### src/rtl/echo_mon_port.sv
module echo_mon_port #(
  parameter int         TICKS_PER_BIT = 8,
  parameter logic [7:0] READ_OP       = 8'h4A
) (
  input  logic        clk,
  input  logic        rst_n,
  input  logic        tick,
  input  logic        pin_in,
  output logic        pin_out,
  output logic        pin_oe,
  output logic        mem_req,
  output logic [15:0] mem_addr,
  input  logic [7:0]  mem_rdata
);

  localparam int TW = $clog2(TICKS_PER_BIT);
  localparam logic [TW-1:0] T_LAST = TW'(TICKS_PER_BIT - 1);
  localparam logic [TW-1:0] T_MID  = TW'(TICKS_PER_BIT / 2 - 1);

  typedef enum logic [2:0] {R_IDLE, R_START, R_DATA, R_STOP, R_WAIT} rx_e;

  rx_e           rx_st;
  logic [TW-1:0] rx_t;
  logic [2:0]    rx_n;
  logic [7:0]    rx_sh;
  logic          brk_seen;

  logic [1:0]    cmd;
  logic [7:0]    a_hi;
  logic          req_d;
  logic [7:0]    res;
  logic          res_pend;

  logic [11:0]   tx_sh;
  logic [3:0]    tx_left;
  logic [TW-1:0] tx_t;

  wire tx_busy = tx_left != 4'd0;
  wire rx_byte = rx_st == R_STOP && tick && rx_t == T_LAST && pin_in;
  wire rx_brk  = rx_st == R_WAIT && pin_in && brk_seen;
  wire res_go  = res_pend && !tx_busy && !rx_byte && !rx_brk;

  assign pin_oe  = tx_busy;
  assign pin_out = !tx_busy || tx_sh[0];

  always_ff @(posedge clk) begin
    if (!rst_n) begin
      rx_st    <= R_IDLE;
      rx_t     <= '0;
      rx_n     <= '0;
      rx_sh    <= '0;
      brk_seen <= 1'b0;
    end else begin
      case (rx_st)
        R_IDLE:
          if (tick && !pin_oe && !pin_in) begin
            rx_st <= R_START;
            rx_t  <= '0;
          end
        R_START:
          if (tick) begin
            if (rx_t == T_MID) begin
              rx_t  <= '0;
              rx_n  <= '0;
              rx_st <= pin_in ? R_IDLE : R_DATA;
            end else rx_t <= rx_t + 1'b1;
          end
        R_DATA:
          if (tick) begin
            if (rx_t == T_LAST) begin
              rx_t  <= '0;
              rx_sh <= {pin_in, rx_sh[7:1]};
              rx_n  <= rx_n + 3'd1;
              if (rx_n == 3'd7) rx_st <= R_STOP;
            end else rx_t <= rx_t + 1'b1;
          end
        R_STOP:
          if (tick) begin
            if (rx_t == T_LAST) begin
              rx_t     <= '0;
              brk_seen <= rx_sh == 8'h00;
              rx_st    <= pin_in ? R_IDLE : R_WAIT;
            end else rx_t <= rx_t + 1'b1;
          end
        R_WAIT:
          if (pin_in) rx_st <= R_IDLE;
        default: rx_st <= R_IDLE;
      endcase
    end
  end

  always_ff @(posedge clk) begin
    if (!rst_n) begin
      cmd      <= 2'd0;
      a_hi     <= '0;
      mem_req  <= 1'b0;
      mem_addr <= '0;
      req_d    <= 1'b0;
      res      <= '0;
      res_pend <= 1'b0;
    end else begin
      mem_req <= 1'b0;
      req_d   <= mem_req;
      if (rx_brk) cmd <= 2'd0;
      else if (rx_byte) begin
        case (cmd)
          2'd0: if (rx_sh == READ_OP) cmd <= 2'd1;
          2'd1: begin a_hi <= rx_sh; cmd <= 2'd2; end
          default: begin
            cmd      <= 2'd0;
            mem_req  <= 1'b1;
            mem_addr <= {a_hi, rx_sh};
          end
        endcase
      end
      if (req_d) begin
        res      <= mem_rdata;
        res_pend <= 1'b1;
      end else if (res_go) res_pend <= 1'b0;
    end
  end

  always_ff @(posedge clk) begin
    if (!rst_n) begin
      tx_sh   <= '1;
      tx_left <= '0;
      tx_t    <= '0;
    end else if (rx_byte) begin
      tx_sh   <= {3'b111, rx_sh, 1'b0};
      tx_left <= 4'd10;
      tx_t    <= '0;
    end else if (rx_brk) begin
      tx_sh   <= {1'b1, 8'h00, 1'b0, 2'b11};
      tx_left <= 4'd12;
      tx_t    <= '0;
    end else if (res_go) begin
      tx_sh   <= {3'b111, res, 1'b0};
      tx_left <= 4'd10;
      tx_t    <= '0;
    end else if (tx_busy && tick) begin
      if (tx_t == T_LAST) begin
        tx_t    <= '0;
        tx_sh   <= {1'b1, tx_sh[11:1]};
        tx_left <= tx_left - 4'd1;
      end else tx_t <= tx_t + 1'b1;
    end
  end

endmodule

### config.mk
export PLATFORM = sky130hd
export DESIGN_NAME = echo_mon_port
export DESIGN_NICKNAME = d
export VERILOG_FILES = /design/src/rtl/echo_mon_port.sv
export SDC_FILE = /design/constraint.sdc
export NUM_CORES = 1
export LEC_CHECK = 0
export ABC_AREA = 1
export BUFFER_PORTS_ARGS = -buffer_cell sky130_fd_sc_hd__clkbuf_2
export CAP_MARGIN = 10
export CORE_UTILIZATION = 24
export DETAILED_ROUTE_END_ITERATION = 16
export GPL_ROUTABILITY_DRIVEN = 0
export PLACE_DENSITY = 0.39
export SLEW_MARGIN = 10
export SYNTH_ARGS = -nofsm -noshare
export SYNTH_HDL_FRONTEND = slang
export SYNTH_SLANG_ARGS = --single-unit
### constraint.sdc
create_clock -name clk -period 1.6 [get_ports clk]
set_input_delay 0.08 -clock clk [delete_from_list [all_inputs] [get_ports clk]]
set_output_delay 0.08 -clock clk [all_outputs]
set_load 0.02 [all_outputs]
==> results.yml, run 1 <==
worst_setup_path:
  r2r_slack_ns: 0.009
  path_cells: "ha_4 > ha_4 > nand2_2 > inv_2 > nand3_4 > clkinv_8 > buf_12 > a31oi_1 > nand2_1 > nand2_1 > nand2_1"
  rr_endpoint: "tx_sh[2]"
  worstPathRequired_ns: 1.83
  crit_top_cell: "nand2_1"
  crit_path_end_kind: "flip-flop"
  slowest_delay_ns: 0.33
  path_buf_inv: 3
  r2r_cells: 11
  slowest_stage: "dfxtp_2"
  critPathKind: "reg2reg"
  crit_arrival_ns: 1.83
  crit_family: "simple AND/OR/NAND/NOR gates"
  path_max_fanout: 8
  start_kind: "flip-flop"
  regToRegStartpoint: "rx_t[1]"
logic_synthesis:
  synthCells: 484
  synth_cell_types: 31
  synth_largest_area_cell: "dfxtp_1"
  ys_seq_area_frac: 0.4294
  syn_nets: 506
  synth-seq-cells: 73
  syn_avg_cell_area_um2: 7.032
  synth_top_area_share: 0.4294
  yosysWarningCount: 0
  syn_area_mm2: 0.003403
  netlist_top_cells_area: "dfxtp_1 43%, nand2_1 13%, a21oi_1 7.4%, nor2_1 6.2%, nand3_1 5.9%"
cts:
  tritoncts: "done"
  cts_root_buf: "clkbuf_16"
  clk_latency_ns: 0.34
  htree_num_levels: 3
  clock_sinks: 73
  cts.path.max_buffers: 2
  cts.clk_slew.worst_paths_ns: 0.06
  cts_buffers: 9
layout:
  areaGrowthSynthToFinish_pct: 39.60
  final_cells: 737
  final_area_mm2: 0.004751
  drive_above_1_share: 0.2603
  diodes: 0
  final_nets: 574
  nFillCells: 1509
  layout_commonest_cell: "nand2_1"
  layout_common_cells: "105 x nand2_1, 68 x dfxtp_1, 55 x nor2_1"
route:
  drt-total-wl_um: 9464
  avgRoutedWirePerCell_um: 12.84
  drc: 0
  vias: 3202
  via_per_inst: 4.345
  first_pass_iters: 4
  drtIter0Drc: 133
  drtAntennaViolNets: 0
placement:
  dpl.cell_count: 710
  post-dp-hpwl_um: 6421
  dp_slack_ns: -0.03595
  post_dp_cell_area_mm2: 0.004004
  portBuffers: 30
sta:
  relSlewSlack: 0.6898
  setup_viol: 0
  fmax_mhz: 628.4
  min_period_ns: 1.591
  clock_skew_ns: 0.006887
  slew_viol_final: 0
  period_share: 0.9946
  tns_ns: 0
  worst_slack_ns: 0.008583
  hold_viol: 0
  rsz0062_at_grt: "yes"
  worstMarginPinSlew_ns: 0.4654
floorplan:
  io_pins: 31
  dieArea_mm2: 0.01466
  die_y_um: 121.1
  rows: 43
  core_mm2: 0.01388
  die-width_um: 121.1
  initial_core_util: 0.2452
grt:
  grt_pass1_vias: 3124
  overflow: 0
  grt_pass1_wl_um: 15680
  track_usage: 0.1379
  grt_max_degree: 40
  antenna_found_initial: 0
power:
  ir_drop_v: 0.0004119
  comb_power_share: 0.168
  sequentialPowerShare: 0.379
  p_sw_mw: 1.444
  total_power_mw: 5.256
  p_leak_nw: 2.048
  p_per_area_mw_per_mm2: 1106
  p_int_mw: 3.812
  power.share.switching: 0.2747
  p_clk_frac: 0.454
run_status:
  status: "completed"
flow_run:
  cap_viol_max_count: 0
min_path:
  holdPathEnd: "res[3]"
  whs_path_depth: 3
  hold_path.class: "in2reg"
  hold_start: "mem_rdata[3]"
power by group through the flow:
stage	logic, mW	clock network (mW)	registers (mW)
finish	0.882	2.38	1.99
global route	1.02	2.54	2.00
CTS	0.852	2.45	1.98
detailed placement	0.833	0	2.01
global placement	0.825	0	2.01
floorplan	0.566	0	2.00
worst reg2reg max path, delay by kind of cell, from the launching register on:
| family | cells | cell delay (ns) |
|---|---|---|
| simple gates | 5 | 0.39 |
| buf+inv | 3 | 0.32 |
| flops | 1 | 0.33 |
| fa+ha+maj | 2 | 0.31 |
| compound gates | 1 | 0.14 |
cells in the mapped netlist (all sizes together):
cell,n
nor2,61
o211ai,1
a31oi,7
dfxtp,73
ha,10
clkinv,2
nand4,9
a21o,1
or2,1
a21oi,50
clkbuf,11
xnor2,1
nand3,43
nand2,119
o21ai,27
inv,54
nor3,6
buf,8
cell type report:
type                            instances  area, µm²  area share
Tap cell                              180      225.2     0.04741
Sequential cell                        73       1468      0.3089
Inverter                               56      225.2     0.04741
Clock buffer                           10      239.0     0.05030
Timing Repair Buffer                   76      615.6      0.1296
Multi-Input combinational cell        336       1863      0.3922
Clock inverter                          6      115.1     0.02423
kinds of logic (layout without fill, tap and decap cells):
| kind of cell | count (synthesis) | in the layout | synth area share |
|---|---|---|---|
| flip-flops | 73 | 73 | 0.4294 |
| AO/OA/AOI/OAI | 86 | 86 | 0.1305 |
| adder cells (fa/ha/maj) | 10 | 10 | 0.03676 |
| XOR/XNOR | 1 | 1 | 0.002574 |
| AND/OR/NAND/NOR | 239 | 239 | 0.3110 |
| buffers and inverters | 75 | 148 | 0.08970 |
metal layers:
| layer | up-vias | part of all wire | track usage | routed length, µm |
|---|---|---|---|---|
| met2 | 36 | 0.45 | 0.2175 | 4264 |
| met3 | 10 | 0.025 | 0.02961 | 234 |
| met5 | - | 0 | 0 | 0 |
| met1 | 1454 | 0.51 | 0.1828 | 4816 |
| li1 | 1702 | - | - | - |
| met4 | 0 | 0.016 | 0.05324 | 149 |
flip-flops by register name, indices dropped and copies added, names as in the netlist:
name	count
rx_st	3
res_pend	1
rx_n	3
rx_sh	8
a_hi	8
mem_req	1
brk_seen	1
rx_t	3
cmd	2
tx_left	4
req_d	1
res	8
tx_sh	11
tx_t	3
mem_addr	16
stage by stage:
step | utilization | hold WS, ns
2_1_floorplan | - | 0.2149
3_3_place_gp | 0.2884 | 0.3063
3_5_place_dp | 0.2884 | 0.3141
4_1_cts | 0.3261 | 0.002545
5_1_grt | 0.3423 | 0.01371
6_report | 0.3423 | 0.008140
worst max path at each step:
stage                          start  endpoint  slack, ns  depth (start not counted)
final                        rx_t[1]  tx_sh[2]      0.009                         11
after global routing         rx_t[1]  tx_sh[6]       -0.1                         11
after CTS                 tx_left[0]   pin_out     -0.009                          6
after detailed placement     rx_t[0]  tx_sh[5]      -0.04                         11
after global placement       rx_t[0]  tx_sh[4]      -0.02                         11
after floorplan           tx_left[0]  tx_sh[3]       0.02                         10
timing repair:
| action | CTS | global route |
|---|---|---|
| hold buffers | 6 | 0 |
| pin swaps | 3 | 10 |
| hold endpoints to repair | 6 | 0 |
| gates cloned | 1 | 0 |
| endpoints found under the setup margin | 34 | 49 |
| buffers inserted | 3 | 1 |
| resized for setup | 15 | 50 |
(Power assumes the default switching activity.)
==> run 2: changes to the inputs <==
--- a/config.mk
+++ b/config.mk
@@ -11,7 +11,7 @@
 export CORE_UTILIZATION = 24
 export DETAILED_ROUTE_END_ITERATION = 16
 export GPL_ROUTABILITY_DRIVEN = 0
-export PLACE_DENSITY = 0.39
+export PLACE_DENSITY = 0.51
 export SLEW_MARGIN = 10
 export SYNTH_ARGS = -nofsm -noshare
 export SYNTH_HDL_FRONTEND = slang
==> run 2 against run 1 <==
- clock skew down 0.0030 ns
- global-route usage down 1.3 points
- non-clock buffer count up 5
- power down 7.2%
- the flow now finishes with violations (negative setup slack)
==> results.yml, run 2 (synthesis gave the netlist of run 1 again) <==
layout:
  largest-register: "mem_addr"
  largest_reg_flops: 16
  final_util: 0.3497
  biggestRegsByFlops: "mem_addr: 16 flops, tx_sh: 11 flops"
  nFillCells: 1444
  diodes: 0
  final_nets: 579
  areaGrowthSynthToFinish_pct: 42.65
  layout_common_cells: "100 x nand2_1, 66 x dfxtp_1, 54 x nor2_1"
  final_cells: 742
  final_area_mm2: 0.004855
  layout_commonest_cell: "nand2_1"
  drive_above_1_share: 0.3149
min_path:
  hold_start: "mem_rdata[0]"
  hold_path.class: "in2reg"
worst_setup_path:
  worstPathRequired_ns: 1.87
  path_cells: "ha_4 > ha_4 > nand2_2 > inv_2 > nand3_4 > buf_12 > clkinv_8 > buf_8 > clkbuf_16 > nand3_2 > a21oi_2"
  slowest_stage: "dfxtp_2"
  crit_path_end_kind: "flip-flop"
  path_max_fanout: 6
  critPathKind: "reg2reg"
  start_kind: "flip-flop"
  crit_family: "buffers and inverters"
  regToRegStartpoint: "rx_t[0]"
  startpoint: "rx_t[0]"
  crit_top_cell: "ha_4"
  path_buf_inv: 5
  slowest_delay_ns: 0.35
  crit_arrival_ns: 1.90
sta:
  worst_slack_ns: -0.02703
  fmax_mhz: 614.6
  worstMarginPinSlew_ns: 0.4984
  slew_viol_final: 0
  period_share: 1.017
  hold-worst-slack_ns: 0.05190
  relSlewSlack: 0.6677
  clock_skew_ns: 0.003887
  min_period_ns: 1.627
  rsz0062_at_grt: "yes"
  hold_viol: 0
  setup_viol: 13
  tns_ns: -0.1400
cts:
  tritoncts: "done"
  clock_sinks: 73
  clk_latency_ns: 0.33
  htree_num_levels: 3
  cts_buffers: 9
  cts_root_buf: "clkbuf_16"
  cts.clk_slew.worst_paths_ns: 0.06
  cts.path.max_buffers: 2
floorplan:
  dieArea_mm2: 0.01466
  io_pins: 31
  rows: 43
  die-width_um: 121.1
  die_y_um: 121.1
  initial_core_util: 0.2452
  core_mm2: 0.01388
placement:
  dpl.cell_count: 705
  portBuffers: 30
  dp_slack_ns: -0.08148
  post_dp_cell_area_mm2: 0.003966
  post-dp-hpwl_um: 6004
power:
  comb_power_share: 0.182
  total_power_mw: 4.879
  p_clk_frac: 0.409
  p_leak_nw: 2.043
  p_per_area_mw_per_mm2: 1005
  sequentialPowerShare: 0.409
  power.share.switching: 0.2945
  ir_drop_v: 0.0005243
  p_sw_mw: 1.437
  p_int_mw: 3.442
grt:
  grt_pass1_vias: 3104
  overflow: 0
  antenna_found_initial: 0
  grt_max_degree: 40
  track_usage: 0.1245
  grt_pass1_wl_um: 14520
route:
  drtAntennaViolNets: 0
  first_pass_iters: 5
  drtIter0Drc: 156
  drc: 0
  vias: 3278
  avgRoutedWirePerCell_um: 11.82
  drt-total-wl_um: 8774
  via_per_inst: 4.418
run_status:
  status: "finished with violations"
  violations: "negative setup slack"
flow_run:
  cap_viol_max_count: 0
## run 2: cell types whose count changed in the layout (fill, tap and decap cells not counted), sizes merged
cell / delta
bufinv: -2
clkinvlp: +2
clkinv: +1
clkbuf: -1
dlygate4sd3: +1
buf: +4
## run 2: repair_timing
item / 4_1_cts / 5_1_grt
endpoints found under the setup margin: 44 / 62
gates resized for setup: 19 / 81
gates cloned: 2 / 1
pin swaps: 8 / 28
setup buffers: 10 / 3
hold buffers: 7 / 0
endpoints found under the hold margin: 7 / 0
## run 2: layout make-up
cell class              count  area [µm²]  area share
clock inverters             7       71.32     0.01469
well taps                 180       225.2     0.04639
inverters                  56       227.7     0.04691
multi-input cells         336        1929      0.3974
flip-flops and latches     73        1470      0.3028
repair buffers             81       705.7      0.1454
clock buffers               9       225.2     0.04639
## run 2: layer usage
layer  GRT usage  share of wire
met1      0.1669           0.50
met2      0.1918           0.44
met3     0.02444          0.031
met4     0.05710          0.026
met5           0              0
## run 2: tightest hold or removal path, delay by kind of cell
family,cells,cell delay (ns)
buf+inv,1,0.08
compound gates,2,0.18
## run 2: path summary, 6_finish.rpt
kind	endpoint	slack, ns	cells after the start
min	res[0]	0.05	3
max	cmd[0]	-0.03	11
max reg2reg	cmd[0]	-0.03	11
min reg2reg	mem_addr[9]	0.46	2
## run 2: power groups by stage
| stage | registers, mW | clock network [mW] | logic [mW] |
|---|---|---|---|
| 6_report | 1.99 | 2.00 | 0.888 |
| 2_1_floorplan | 2.00 | 0 | 0.566 |
| 5_1_grt | 2.01 | 2.13 | 1.00 |
| 3_3_place_gp | 2.01 | 0 | 0.721 |
| 4_1_cts | 1.99 | 2.04 | 0.765 |
| 3_5_place_dp | 2.02 | 0 | 0.729 |
==> run 3: changes to the inputs <==
--- a/config.mk
+++ b/config.mk
@@ -12,6 +12,7 @@
 export DETAILED_ROUTE_END_ITERATION = 16
 export GPL_ROUTABILITY_DRIVEN = 0
 export PLACE_DENSITY = 0.51
+export SKIP_CTS_REPAIR_TIMING = 1
 export SLEW_MARGIN = 10
 export SYNTH_ARGS = -nofsm -noshare
 export SYNTH_HDL_FRONTEND = slang
==> run 3 against run 2 <==
- the flow finishes with violations (negative hold slack, negative setup slack)
- sequential cell count unchanged
- power decreased by 2.2%
- final area shrank 7.9%
- highest routed layer unchanged
- non-clock buffer count fell by 15
- via count decreased by 2.0%
- first-iteration DRC count decreased by 17%
- core utilization down 2.8 points
- critical endpoint is now a_hi[2]
- worst setup slack improved by 0.027 ns
==> results.yml, run 3 (synthesis gave the netlist of run 1 again) <==
run_status:
  status: "finished with violations"
  violations: "negative hold slack, negative setup slack"
grt:
  grt_max_degree: 40
  grt_pass1_wl_um: 14090
  track_usage: 0.1211
  grt_pass1_vias: 3020
  antenna_found_initial: 0
  overflow: 0
floorplan:
  io_pins: 31
  dieArea_mm2: 0.01466
  die_y_um: 121.1
  core_mm2: 0.01388
  rows: 43
  initial_core_util: 0.2452
  die-width_um: 121.1
cts:
  clock_sinks: 73
  cts.path.max_buffers: 2
  htree_num_levels: 3
  cts_root_buf: "clkbuf_16"
  clk_latency_ns: 0.33
  tritoncts: "done"
  cts.clk_slew.worst_paths_ns: 0.06
  cts_buffers: 9
sta:
  clock_skew_ns: 0.004875
  rsz0062_at_grt: "yes"
  worstMarginPinSlew_ns: 0.4395
  fmax_mhz: 624.8
  hold_viol: 3
  period_share: 1.000
  slew_viol_final: 0
  worst_slack_ns: -0.0004224
  min_period_ns: 1.600
  relSlewSlack: 0.7070
  setup_viol: 1
  hold-worst-slack_ns: -0.02016
min_path:
  hold_path.class: "in2reg"
  whs_path_depth: 3
placement:
  dpl.cell_count: 705
  post-dp-hpwl_um: 6004
  portBuffers: 30
power:
  p_per_area_mw_per_mm2: 1068
  p_leak_nw: 1.952
  ir_drop_v: 0.0005516
  total_power_mw: 4.771
layout:
  biggestRegsByFlops: "mem_addr: 16 flops, tx_sh: 11 flops"
  areaGrowthSynthToFinish_pct: 31.32
  final_util: 0.3220
  diodes: 0
  drive_above_1_share: 0.2267
  nFillCells: 1484
  layout_commonest_cell: "nand2_1"
  largest-register: "mem_addr"
  layout_common_cells: "111 x nand2_1, 69 x dfxtp_1, 54 x nor2_1"
  largest_reg_flops: 16
  final_nets: 564
  final_cells: 727
route:
  drtAntennaViolNets: 0
  drt-total-wl_um: 8459
  vias: 3212
  avgRoutedWirePerCell_um: 11.64
  drc: 0
  first_pass_iters: 5
  via_per_inst: 4.418
  drtIter0Drc: 130
worst_setup_path:
  start_kind: "flip-flop"
  path_max_fanout: 7
  r2r_cells: 10
  crit_path_end_kind: "flip-flop"
  worstPathRequired_ns: 1.80
  crit_arrival_ns: 1.80
  critPathKind: "reg2reg"
flow_run:
  cap_viol_max_count: 0
-- run 3: where the power goes --
part | total, mW | switching [mW] | internal [mW]
sequential | 2.00 | 0.0989 | 1.90
clock | 1.99 | 0.792 | 1.20
combinational | 0.780 | 0.507 | 0.273
total | 4.77 | 1.40 | 3.37
-- run 3: final timing paths --
path,slack (ns),start,end
setup / recovery,-0.0004,rx_t[1],a_hi[2]
hold / removal,-0.02,mem_rdata[4],res[4]
setup reg to reg,-0.0004,rx_t[1],a_hi[2]
hold reg to reg,0.46,mem_addr[6],mem_addr[6]
-- run 3: stage by stage --
| stage | instance area (µm²) | hold WS [ns] | worst slack, ns | TNS (ns) |
|---|---|---|---|---|
| 5_1_grt | 4469 | 0.001631 | -0.1014 | -2.520 |
| 3_5_place_dp | 3966 | 0.3207 | -0.08148 | -1.090 |
| 4_1_cts | 4263 | -0.02125 | -0.08263 | -1.739 |
| 6_report | 4469 | -0.02016 | -0.0004224 | -0.0004224 |
| 3_3_place_gp | 3966 | 0.3143 | 0.002932 | 0 |
| 2_1_floorplan | 3415 | 0.2149 | 0.02277 | 0 |
-- run 3: worst max-delay path, cell delays in order (launching register included) --
cell and delay (ns):
dfxtp_2 0.35, ha_4 0.15, ha_4 0.13, nand2_2 0.05
inv_2 0.08, nand3_4 0.17, inv_8 0.13, nand3_4 0.13
buf_12 0.17, nand2_1 0.05, a21oi_1 0.06
-- run 3: final cells by class --
class | count | area [µm²] | area share
repair buffers | 66 | 509.2 | 0.1139
flip-flops and latches | 73 | 1466 | 0.3281
inverters | 56 | 222.7 | 0.04983
well taps | 180 | 225.2 | 0.05039
clock buffers | 9 | 225.2 | 0.05039
multi-input cells | 336 | 1749 | 0.3914
clock inverters | 7 | 71.32 | 0.01596
-- run 3: per-layer routing --
layer | global-route usage | routed length (µm) | up-vias
li1 | - | - | 1690
met2 | 0.1861 | 3660 | 53
met4 | 0.05710 | 227 | 0
met3 | 0.02397 | 239 | 18
met1 | 0.1619 | 4332 | 1451
met5 | 0 | 0 | -
